[src/rtl/lane_bringup_pkg.sv]
package lane_bringup_pkg;

   localparam int MULT_W = 7;
   localparam int RATE_W = 2;
   localparam int CODE_W = 3;

   typedef enum logic [1:0] {
      IF_QSGMII = 2'd0,
      IF_SGMII  = 2'd1,
      IF_1000X  = 2'd2,
      IF_2500X  = 2'd3
   } iface_e;

   typedef enum logic [CODE_W-1:0] {
      FAIL_NONE  = 3'd0,
      FAIL_MPLL  = 3'd1,
      FAIL_TXCM  = 3'd2,
      FAIL_RXPLL = 3'd3,
      FAIL_TX    = 3'd4
   } fail_e;

   typedef enum logic [3:0] {
      ST_IDLE,
      ST_TERM,
      ST_REF,
      ST_W_PHY,
      ST_W_PLLEN,
      ST_W_PLLCHK,
      ST_W_CMCHK,
      ST_W_LASTCHK,
      ST_DONE,
      ST_STOP
   } seq_st_e;

   typedef struct packed {
      logic              ten_bit;
      logic [RATE_W-1:0] tx_rate;
      logic [RATE_W-1:0] rx_rate;
      logic [MULT_W-1:0] mult;
      logic              div2;
      logic              loopbk;
      logic              tx_inv;
      logic              rx_inv;
   } lane_cfg_t;

endpackage

[src/rtl/lane_cfg_map.sv]
module lane_cfg_map
   import lane_bringup_pkg::*;
(
   input  logic [1:0] iface,
   input  logic [1:0] clk_strap,
   input  logic       loopback_req,
   input  logic       tx_inv_req,
   input  logic       rx_inv_req,
   output lane_cfg_t  cfg
);

   logic   ref125;
   iface_e ifc;

   assign ifc    = iface_e'(iface);
   assign ref125 = (clk_strap == 2'd1) || (clk_strap == 2'd2);

   always_comb begin
      cfg        = '0;
      cfg.div2   = ref125;
      cfg.loopbk = loopback_req;
      cfg.tx_inv = tx_inv_req;
      cfg.rx_inv = rx_inv_req;
      case (ifc)
         IF_QSGMII: begin
            cfg.ten_bit = 1'b0;
            cfg.tx_rate = 2'd0;
            cfg.rx_rate = 2'd0;
            cfg.mult    = ref125 ? MULT_W'(40) : MULT_W'(100);
         end
         IF_2500X: begin
            cfg.ten_bit = 1'b1;
            cfg.tx_rate = 2'd1;
            cfg.rx_rate = 2'd1;
            cfg.mult    = ref125 ? MULT_W'(50) : MULT_W'(125);
         end
         default: begin
            cfg.ten_bit = 1'b1;
            cfg.tx_rate = 2'd2;
            cfg.rx_rate = 2'd2;
            cfg.mult    = ref125 ? MULT_W'(40) : MULT_W'(100);
         end
      endcase
   end

endmodule

[src/rtl/lane_dwell_timer.sv]
module lane_dwell_timer #(
   parameter int CNT_W = 4
) (
   input  logic             clk,
   input  logic             rst,
   input  logic             load,
   input  logic [CNT_W-1:0] load_val,
   output logic             expired
);

   logic [CNT_W-1:0] cnt;

   always_ff @(posedge clk) begin
      if (rst)
         cnt <= '0;
      else if (load)
         cnt <= load_val;
      else if (cnt != '0)
         cnt <= cnt - CNT_W'(1);
   end

   assign expired = (cnt == '0);

endmodule

[src/rtl/lane_seq_fsm.sv]
module lane_seq_fsm
   import lane_bringup_pkg::*;
#(
   parameter int CNT_W    = 4,
   parameter int STEP_CYC = 1,
   parameter int PLL_CYC  = 7
) (
   input  logic              clk,
   input  logic              rst,
   input  logic              start,
   input  logic              mpll_ok,
   input  logic              txcm_ok,
   input  logic              rxpll_ok,
   input  logic              tx_ok,
   input  logic              tmr_expired,
   output logic              tmr_load,
   output logic [CNT_W-1:0]  tmr_val,
   output logic              accept,
   output logic              lane_rst,
   output logic              ref_clk_en,
   output logic              phy_rst,
   output logic              mpll_en,
   output logic              txcm_en,
   output logic              rxrun_en,
   output logic              data_en,
   output logic              busy,
   output logic              done,
   output logic [CODE_W-1:0] err_code
);

   seq_st_e st;

   assign busy   = !(st == ST_IDLE || st == ST_DONE || st == ST_STOP);
   assign accept = start && !busy;

   always_comb begin
      tmr_load = 1'b0;
      tmr_val  = CNT_W'(STEP_CYC - 1);
      case (st)
         ST_REF:      tmr_load = 1'b1;
         ST_W_PHY:    tmr_load = tmr_expired;
         ST_W_PLLEN: begin
            tmr_load = tmr_expired;
            tmr_val  = CNT_W'(PLL_CYC - 1);
         end
         ST_W_PLLCHK: tmr_load = tmr_expired;
         ST_W_CMCHK:  tmr_load = tmr_expired;
         default:     tmr_load = 1'b0;
      endcase
   end

   always_ff @(posedge clk) begin
      if (rst) begin
         st         <= ST_IDLE;
         lane_rst   <= 1'b1;
         ref_clk_en <= 1'b0;
         phy_rst    <= 1'b1;
         mpll_en    <= 1'b0;
         txcm_en    <= 1'b0;
         rxrun_en   <= 1'b0;
         data_en    <= 1'b0;
         done       <= 1'b0;
         err_code   <= FAIL_NONE;
      end else begin
         case (st)
            ST_IDLE, ST_DONE, ST_STOP: begin
               if (start) begin
                  st         <= ST_TERM;
                  lane_rst   <= 1'b0;
                  ref_clk_en <= 1'b0;
                  phy_rst    <= 1'b1;
                  mpll_en    <= 1'b0;
                  txcm_en    <= 1'b0;
                  rxrun_en   <= 1'b0;
                  data_en    <= 1'b0;
                  done       <= 1'b0;
                  err_code   <= FAIL_NONE;
               end
            end
            ST_TERM: st <= ST_REF;
            ST_REF: begin
               ref_clk_en <= 1'b1;
               st         <= ST_W_PHY;
            end
            ST_W_PHY: if (tmr_expired) begin
               phy_rst <= 1'b0;
               st      <= ST_W_PLLEN;
            end
            ST_W_PLLEN: if (tmr_expired) begin
               mpll_en <= 1'b1;
               st      <= ST_W_PLLCHK;
            end
            ST_W_PLLCHK: if (tmr_expired) begin
               if (mpll_ok) begin
                  txcm_en <= 1'b1;
                  st      <= ST_W_CMCHK;
               end else begin
                  err_code <= FAIL_MPLL;
                  st       <= ST_STOP;
               end
            end
            ST_W_CMCHK: if (tmr_expired) begin
               if (txcm_ok) begin
                  rxrun_en <= 1'b1;
                  st       <= ST_W_LASTCHK;
               end else begin
                  err_code <= FAIL_TXCM;
                  st       <= ST_STOP;
               end
            end
            ST_W_LASTCHK: if (tmr_expired) begin
               if (!rxpll_ok) begin
                  err_code <= FAIL_RXPLL;
                  st       <= ST_STOP;
               end else if (!tx_ok) begin
                  err_code <= FAIL_TX;
                  st       <= ST_STOP;
               end else begin
                  data_en <= 1'b1;
                  done    <= 1'b1;
                  st      <= ST_DONE;
               end
            end
            default: st <= ST_IDLE;
         endcase
      end
   end

endmodule

[src/rtl/lane_bringup_seq.sv]
module lane_bringup_seq
   import lane_bringup_pkg::*;
#(
   parameter int CLK_PER_MS = 100000,
   parameter int STEP_MS    = 1,
   parameter int PLL_MS     = 7
) (
   input  logic              clk,
   input  logic              rst,
   input  logic              start,
   input  logic [1:0]        iface,
   input  logic [1:0]        clk_strap,
   input  logic              loopback_req,
   input  logic              tx_inv_req,
   input  logic              rx_inv_req,
   input  logic              mpll_ok,
   input  logic              txcm_ok,
   input  logic              rxpll_ok,
   input  logic              tx_ok,
   output logic              lane_10b,
   output logic [RATE_W-1:0] tx_rate,
   output logic [RATE_W-1:0] rx_rate,
   output logic [MULT_W-1:0] mpll_mult,
   output logic              ref_div2,
   output logic              loopbk_en,
   output logic              tx_inv,
   output logic              rx_inv,
   output logic              rx_term_en,
   output logic              lane_rx_rst,
   output logic              lane_tx_rst,
   output logic              ref_clk_en,
   output logic              phy_rst,
   output logic              mpll_en,
   output logic              txcm_en,
   output logic              rxpll_en,
   output logic              tx_en,
   output logic              tx_data_en,
   output logic              rx_data_en,
   output logic              busy,
   output logic              done,
   output logic              err,
   output logic [CODE_W-1:0] err_code
);

   localparam int STEP_CYC = STEP_MS * CLK_PER_MS;
   localparam int PLL_CYC  = PLL_MS * CLK_PER_MS;
   localparam int MAX_CYC  = (PLL_CYC > STEP_CYC) ? PLL_CYC : STEP_CYC;
   localparam int CNT_W    = (MAX_CYC > 1) ? $clog2(MAX_CYC) : 1;

   if (CLK_PER_MS < 1) begin : g_bad_rate
      $error("CLK_PER_MS must be at least 1");
   end
   if (STEP_MS < 1 || PLL_MS < 1) begin : g_bad_dwell
      $error("dwell lengths must be at least 1 ms");
   end

   lane_cfg_t        cfg_d;
   lane_cfg_t        cfg_q;
   logic             accept;
   logic             tmr_load;
   logic             tmr_expired;
   logic [CNT_W-1:0] tmr_val;
   logic             lane_rst;
   logic             rxrun_en;
   logic             data_en;

   lane_cfg_map u_map (
      .iface        (iface),
      .clk_strap    (clk_strap),
      .loopback_req (loopback_req),
      .tx_inv_req   (tx_inv_req),
      .rx_inv_req   (rx_inv_req),
      .cfg          (cfg_d)
   );

   always_ff @(posedge clk) begin
      if (rst)
         cfg_q <= '0;
      else if (accept)
         cfg_q <= cfg_d;
   end

   lane_dwell_timer #(.CNT_W(CNT_W)) u_tmr (
      .clk      (clk),
      .rst      (rst),
      .load     (tmr_load),
      .load_val (tmr_val),
      .expired  (tmr_expired)
   );

   lane_seq_fsm #(
      .CNT_W    (CNT_W),
      .STEP_CYC (STEP_CYC),
      .PLL_CYC  (PLL_CYC)
   ) u_fsm (
      .clk         (clk),
      .rst         (rst),
      .start       (start),
      .mpll_ok     (mpll_ok),
      .txcm_ok     (txcm_ok),
      .rxpll_ok    (rxpll_ok),
      .tx_ok       (tx_ok),
      .tmr_expired (tmr_expired),
      .tmr_load    (tmr_load),
      .tmr_val     (tmr_val),
      .accept      (accept),
      .lane_rst    (lane_rst),
      .ref_clk_en  (ref_clk_en),
      .phy_rst     (phy_rst),
      .mpll_en     (mpll_en),
      .txcm_en     (txcm_en),
      .rxrun_en    (rxrun_en),
      .data_en     (data_en),
      .busy        (busy),
      .done        (done),
      .err_code    (err_code)
   );

   assign lane_10b    = cfg_q.ten_bit;
   assign tx_rate     = cfg_q.tx_rate;
   assign rx_rate     = cfg_q.rx_rate;
   assign mpll_mult   = cfg_q.mult;
   assign ref_div2    = cfg_q.div2;
   assign loopbk_en   = cfg_q.loopbk;
   assign tx_inv      = cfg_q.tx_inv;
   assign rx_inv      = cfg_q.rx_inv;
   assign rx_term_en  = 1'b0;
   assign lane_rx_rst = lane_rst;
   assign lane_tx_rst = lane_rst;
   assign rxpll_en    = rxrun_en;
   assign tx_en       = rxrun_en;
   assign tx_data_en  = data_en;
   assign rx_data_en  = data_en;
   assign err         = (err_code != '0);

endmodule

[config.mk]
export PLATFORM = sky130hd
export DESIGN_NAME = lane_bringup_seq
export DESIGN_NICKNAME = d
export VERILOG_FILES = /design/src/rtl/lane_bringup_pkg.sv /design/src/rtl/lane_cfg_map.sv /design/src/rtl/lane_dwell_timer.sv /design/src/rtl/lane_seq_fsm.sv /design/src/rtl/lane_bringup_seq.sv
export SDC_FILE = /design/constraint.sdc
export NUM_CORES = 1
export LEC_CHECK = 0
export ABC_CLOCK_PERIOD_IN_PS = 2120
export CAP_MARGIN = 20
export CORE_ASPECT_RATIO = 1.1
export CORE_MARGIN = 5
export CORE_UTILIZATION = 45
export DETAILED_ROUTE_END_ITERATION = 10
export PLACE_DENSITY = 0.71
export SYNTH_ARGS = -nofsm -noshare
export SYNTH_HDL_FRONTEND = slang
export SYNTH_SLANG_ARGS = --single-unit
export TNS_END_PERCENT = 5
[constraint.sdc]
create_clock -name clk -period 2.12 [get_ports clk]
set_input_delay 0.424 -clock clk [delete_from_list [all_inputs] [get_ports clk]]
set_output_delay 0.424 -clock clk [all_outputs]
set_load 0.01 [all_outputs]
==> results of run 1 <==
[registers in the layout, indices dropped and copies added, names as in the netlist]
| name | cells |
|---|---|
| u_fsm.txcm_en | 1 |
| lane_10b | 1 |
| u_fsm.st | 4 |
| u_fsm.err_code | 3 |
| u_fsm.mpll_en | 1 |
| loopbk_en | 1 |
| u_fsm.data_en | 1 |
| u_fsm.lane_rst | 1 |
| tx_inv | 1 |
| rx_inv | 1 |
| rx_rate | 2 |
| mpll_mult | 5 |
| ref_div2 | 1 |
| u_tmr.cnt | 20 |
| u_fsm.ref_clk_en | 1 |
| u_fsm.phy_rst | 1 |
| u_fsm.rxrun_en | 1 |
[synth_stat cells, drive strengths merged, types with 2 or more instances]
cell,count,area (µm²)
nand2b,4,25.02
a211o,3,26.28
xor2,7,61.31
dfxtp,46,920.9
o31ai,3,27.52
or4b,2,20.02
nor3,13,76.33
o21ai,8,40.04
ha,5,62.56
nor2b,3,18.77
a31oi,5,31.28
o211ai,3,22.52
nand3,4,20.02
xnor2,7,61.31
nor4b,3,32.53
or3,6,37.54
nor4,3,33.78
o22ai,2,12.51
o41ai,3,26.28
inv,11,41.29
nor2,27,101.4
clkbuf,13,48.80
and3b,3,26.28
o21bai,2,15.01
a21oi,33,165.2
nand4,2,18.77
nor3b,3,22.52
buf,11,77.57
a211oi,5,37.54
a21o,2,15.01
nand2,28,105.1
and3,3,18.77
or4,5,41.29
a32oi,2,17.52
[cells by family (layout without fill, tap and decap cells)]
kind of cell,after synthesis,after routing,synth area share (%)
simple gates,112,112,25.52
compound gates,78,78,21.09
flops,46,46,37.86
buf+inv,35,83,6.893
xor+xnor,14,14,5.041
fa+ha+maj,5,5,2.572
mux,2,2,0.8745
other cells,1,1,0.1542
[area by class of cell]
type | count | area [µm²]
Fill cell | 531 | 2211
Inverter | 11 | 41.29
Clock buffer | 7 | 86.33
Multi-Input combinational cell | 212 | 1358
Tap cell | 75 | 93.84
Sequential cell | 46 | 924.6
Timing Repair Buffer | 64 | 605.6
Clock inverter | 1 | 5.005
[metrics by stage]
| stage | hold slack [ps] | total power, W | cell area [µm²] | utilization, % | setup WS (ps) |
|---|---|---|---|---|---|
| CTS | 455.0 | 0.004244 | 3098 | 58.18 | 8.732 |
| detailed placement | 443.4 | 0.003679 | 3005 | 56.44 | 22.99 |
| global route | 484.0 | 0.004599 | 3114 | 58.48 | -17.52 |
| finish | 451.6 | 0.004267 | 3114 | 58.48 | 75.08 |
| floorplan | 457.8 | 0.002871 | 2432 | - | 208.9 |
| global placement | 438.2 | 0.003642 | 3005 | 56.44 | 56.80 |
[report_power, final]
part	internal, W	leakage, nW	switching, W
logic	0.00110	0.750	0.00123
clock network	0.000263	0.0482	0.000293
registers	0.00109	0.377	0.000290
[worst max-delay path, cell delays in order (launching register included)]
cell             delay (ps)
dfxtp_1                 560
nand2b_1                180
nand2_1                  90
clkdlybuf4s50_1         500
[what timing repair did]
action | 4_1_cts | 5_1_grt
pin swaps | 0 | 3
resized for setup | 1 | 4
setup endpoints to repair | 1 | 9
[final timing paths]
check | slack [ps] | startpoint | end | depth (start not counted)
worst max register to register | 100 | u_tmr.cnt[5] | u_fsm.err_code[0] | 5
worst min register to register | 450 | u_fsm.mpll_en | u_fsm.mpll_en | 2
worst max-delay path | 80 | u_fsm.st[3] | busy | 3
worst min-delay path | 450 | u_fsm.mpll_en | u_fsm.mpll_en | 2
[routing by layer]
| metal | up-vias | GRT usage (%) | part of all wire (%) |
|---|---|---|---|
| met1 | 1049 | 21.80 | 43 |
| met2 | 54 | 29.89 | 50 |
| li1 | 1142 | - | - |
| met3 | 17 | 4.451 | 4.2 |
| met4 | 0 | 7.988 | 2.8 |
| met5 | - | 0 | 0 |
==> reports/metrics.yaml, run 1 <==
sta:
  timing.setup.tns_ps: 0
  rsz0062_at_grt: "yes"
  worst_pin_slew_ps: 508.9
  period_share_pct: 96.46
  fmax_mhz: 489.0
  finalHoldViolations: 0
  period_minus_slack_ps: 2045
  drv_slew: 0
  setup_violations: 0
  slew_headroom_pct: 65.95
  clock_skew_ps: 7.740
clock_tree:
  clk_path_buf_depth: 2
  numCtsBuffers: 5
  hold_buffers: 0
  root_buffer: "clkbuf_8"
  cts_tree: "yes"
  cts_max_level: 2
  clkLatencyLatePin_ps: 300
  clock_sinks: 46
  clk_pin_slew_ps: 80
  cts_setup_buffers: 0
synth:
  synth_area_um2: 2432
  synth_seq_cells: 46
  ys_types: 54
  async_reset_ff_share_pct: 0
  ys_warn_count: 0
  syn_area_per_cell_um2: 8.301
  syn_nets: 312
  synth.yosys.seq_area_share_pct: 37.86
  synth_edf_count: 0
  syn-instance-count: 293
  synth_ff_type: "dfxtp_1"
job:
  cap_violations: 0
grt:
  grt_pass1_wl_mm: 9.915
  antenna_found_initial: 0
  grt_max_degree: 41
  gr-total-overflow: 0
  track_usage_pct: 17.96
  grt_pass1_vias: 2215
finish:
  drive_gt1_share_pct: 12.61
  nets: 359
  layout_common_cells: "clkdlybuf4s50_1, dfxtp_1, a21oi_1"
  synthToLayoutAreaGrowth_pct: 28.04
  fin_cells: 416
  final_common_cell: "clkdlybuf4s50_1"
  diodes: 0
worst_setup_path:
  start_kind: "register"
  end_kind: "output port"
  worst-setup-path-type: "register to output port"
  critPathMaxFanout: 12
  worstPathArrival_ps: 1620
  worstPathRequired_ps: 1700
floorplan:
  boundaryPins: 47
  core_area_um2: 5325
  dieArea_um2: 6978
  initial_utilization_pct: 45.68
  die_h_um: 87.11
  die_x_um: 80.10
  rows: 28
power_and_ir_drop:
  p_leak_nw: 1.176
  vdd_drop_max_v: 0.0007251
  p_per_area_nw_per_um2: 1370
placed_design:
  gp_congestion: 0.8709
  portBuffers: 45
  hpwlAfterDp_mm: 4.430
  place_inst: 408
drt:
  viasPerCell: 5.438
  ant_nets: 0
  wl_mm: 5.974
  route.vias.total: 2262
  initialDrtViolationCount: 116
  first_pass_iters: 4
  drc: 0
  wire_per_inst_um: 14.36
outcome:
  status: "finished clean"
min_path:
  hp-class: "register to register"
No activity file was read; power rests on OpenSTA's default activity.
==> run 2: changes to the inputs <==
--- a/config.mk
+++ b/config.mk
@@ -11,7 +11,7 @@
 export CORE_MARGIN = 5
 export CORE_UTILIZATION = 45
 export DETAILED_ROUTE_END_ITERATION = 10
-export PLACE_DENSITY = 0.71
+export PLACE_DENSITY = 0.79
 export SYNTH_ARGS = -nofsm -noshare
 export SYNTH_HDL_FRONTEND = slang
 export SYNTH_SLANG_ARGS = --single-unit
==> run 2 against run 1 <==
  * Die area unchanged
  * Worst setup slack worse by 19 ps
  * Critical path depth up 5
  * Combinational power about the same
  * Clock power up 39%
  * Via count up 1.3%
  * Sequential share of layout area down 0.29 points
  * Clock skew up 1.6 ps
  * Design area up 1.1%
  * Sequential power about the same
  * Clock-buffer cell count down 2
==> reports/metrics.yaml, run 2 (synthesis gave the netlist of run 1 again) <==
clock_tree:
  cts_tree: "yes"
  clock_sinks: 46
  cts_max_level: 2
  numCtsBuffers: 5
  hold_buffers: 0
  clk_path_buf_depth: 2
  root_buffer: "clkbuf_8"
  clkLatencyLatePin_ps: 300
  clk_pin_slew_ps: 90
grt:
  antenna_found_initial: 0
  grt_pass1_wl_mm: 10.29
  gr-total-overflow: 0
  grt_max_degree: 25
  grt_pass1_vias: 2193
  track_usage_pct: 18.44
finish:
  nets: 359
  synthToLayoutAreaGrowth_pct: 29.48
  max_flop_register: "u_tmr.cnt"
  drive_gt1_share_pct: 14.08
  layout_common_cells: "clkdlybuf4s50_1, dfxtp_1, a21oi_1"
  largest_reg_flops: 20
  finish.utilization_pct: 59.14
  fin_cells: 416
  diodes: 0
  final_common_cell: "clkdlybuf4s50_1"
sta:
  rsz0062_at_grt: "yes"
  setup_violations: 0
  drv_slew: 0
  worst_pin_slew_ps: 562.1
  finalHoldViolations: 0
  clock_skew_ps: 9.362
  fmax_mhz: 484.5
  period_minus_slack_ps: 2064
  slew_headroom_pct: 62.39
  period_share_pct: 97.36
drt:
  ant_nets: 0
  viasPerCell: 5.510
  first_pass_iters: 4
  drc: 0
  wire_per_inst_um: 14.75
  initialDrtViolationCount: 206
  route.vias.total: 2292
  wl_mm: 6.135
worst_setup_path:
  worstPathCellList: "inv_1, ha_1, nor4b_2, nand4_2, buf_4, o31ai_2, xor2_1, a21oi_1"
  critPathMaxFanout: 5
  worstPathRequired_ps: 2310
  critPathSlowestCell: "o31ai_2"
  cpPeakStageDelay_ps: 400
  end_kind: "register"
  r2r_cells: 8
  worst-setup-path-type: "register to register"
  worstPathArrival_ps: 2250
  start_kind: "register"
min_path:
  min_path_cells: 2
  hp-class: "register to register"
floorplan:
  die_x_um: 80.10
  die_h_um: 87.11
  initial_utilization_pct: 45.68
  core_area_um2: 5325
  dieArea_um2: 6978
  rows: 28
  boundaryPins: 47
job:
  cap_violations: 0
outcome:
  status: "finished clean"
power_and_ir_drop:
  vdd_drop_max_v: 0.0007875
  p_per_area_nw_per_um2: 1422
  power_w: 0.004477
  p_leak_nw: 1.186
placed_design:
  gp_congestion: 0.8842
  portBuffers: 45
  hpwlAfterDp_mm: 4.465
  place_inst: 405
run 2: layout make-up:
class / instances / area (µm²)
clock buffer: 5 / 68.82
clock inverter: 3 / 68.82
fill: 484 / 2176
inverter: 11 / 41.29
multi-input combinational: 212 / 1358
sequential: 46 / 925.9
tap: 75 / 93.84
timing repair buffer: 64 / 593.1
run 2: worst max-delay path, delay by kind of cell (launching register included):
kind	cells	cell delay [ps]
AOI/OAI and AO/OA	2	480
DFF	1	340
xor gates and xnor gates	1	190
and+or+nand+nor	2	480
adders and majority gates	1	160
buffers and inverters	2	340
run 2: power by group:
| group | switching [W] | leakage (nW) | total (W) | internal, W |
|---|---|---|---|---|
| registers | 0.000290 | 0.378 | 0.00138 | 0.00109 |
| clock network | 0.000299 | 0.0683 | 0.000771 | 0.000472 |
| logic | 0.00125 | 0.740 | 0.00233 | 0.00108 |
| total | 0.00184 | 1.19 | 0.00448 | 0.00264 |
run 2: worst paths after layout:
kind,end,from,slack (ps)
worst min register to register,mpll_mult[0],mpll_mult[0],450
worst max register to register,u_tmr.cnt[10],u_tmr.cnt[0],60
worst max-delay path,u_tmr.cnt[10],u_tmr.cnt[0],60
worst min-delay path,mpll_mult[0],mpll_mult[0],450
run 2: routing by layer:
layer,GRT usage [%],up-vias,routed length (µm)
li1,-,1144,-
met1,22.51,1083,2578
met2,31.63,51,3212
met3,3.623,14,193
met4,7.373,0,150
met5,0,-,0
run 2: through the flow:
| stage | TNS [ps] | hold slack, ps | instance area, µm² | setup WS [ps] |
|---|---|---|---|---|
| floorplan | 0 | 457.8 | 2432 | 208.9 |
| global placement | 0 | 438.6 | 2970 | 44.96 |
| detailed placement | 0 | 445.4 | 2970 | 8.867 |
| CTS | 0 | 455.5 | 3109 | 11.24 |
| global route | -381.6 | 464.5 | 3149 | -113.7 |
| finish | 0 | 452.8 | 3149 | 56.01 |
run 2: repair_timing:
| action | CTS | global route |
|---|---|---|
| setup endpoints to repair | 1 | 19 |
| setup buffers | 0 | 3 |
| endpoints found under the hold margin | 0 | 0 |
| pin swaps | 0 | 1 |
| gates resized for setup | 1 | 7 |
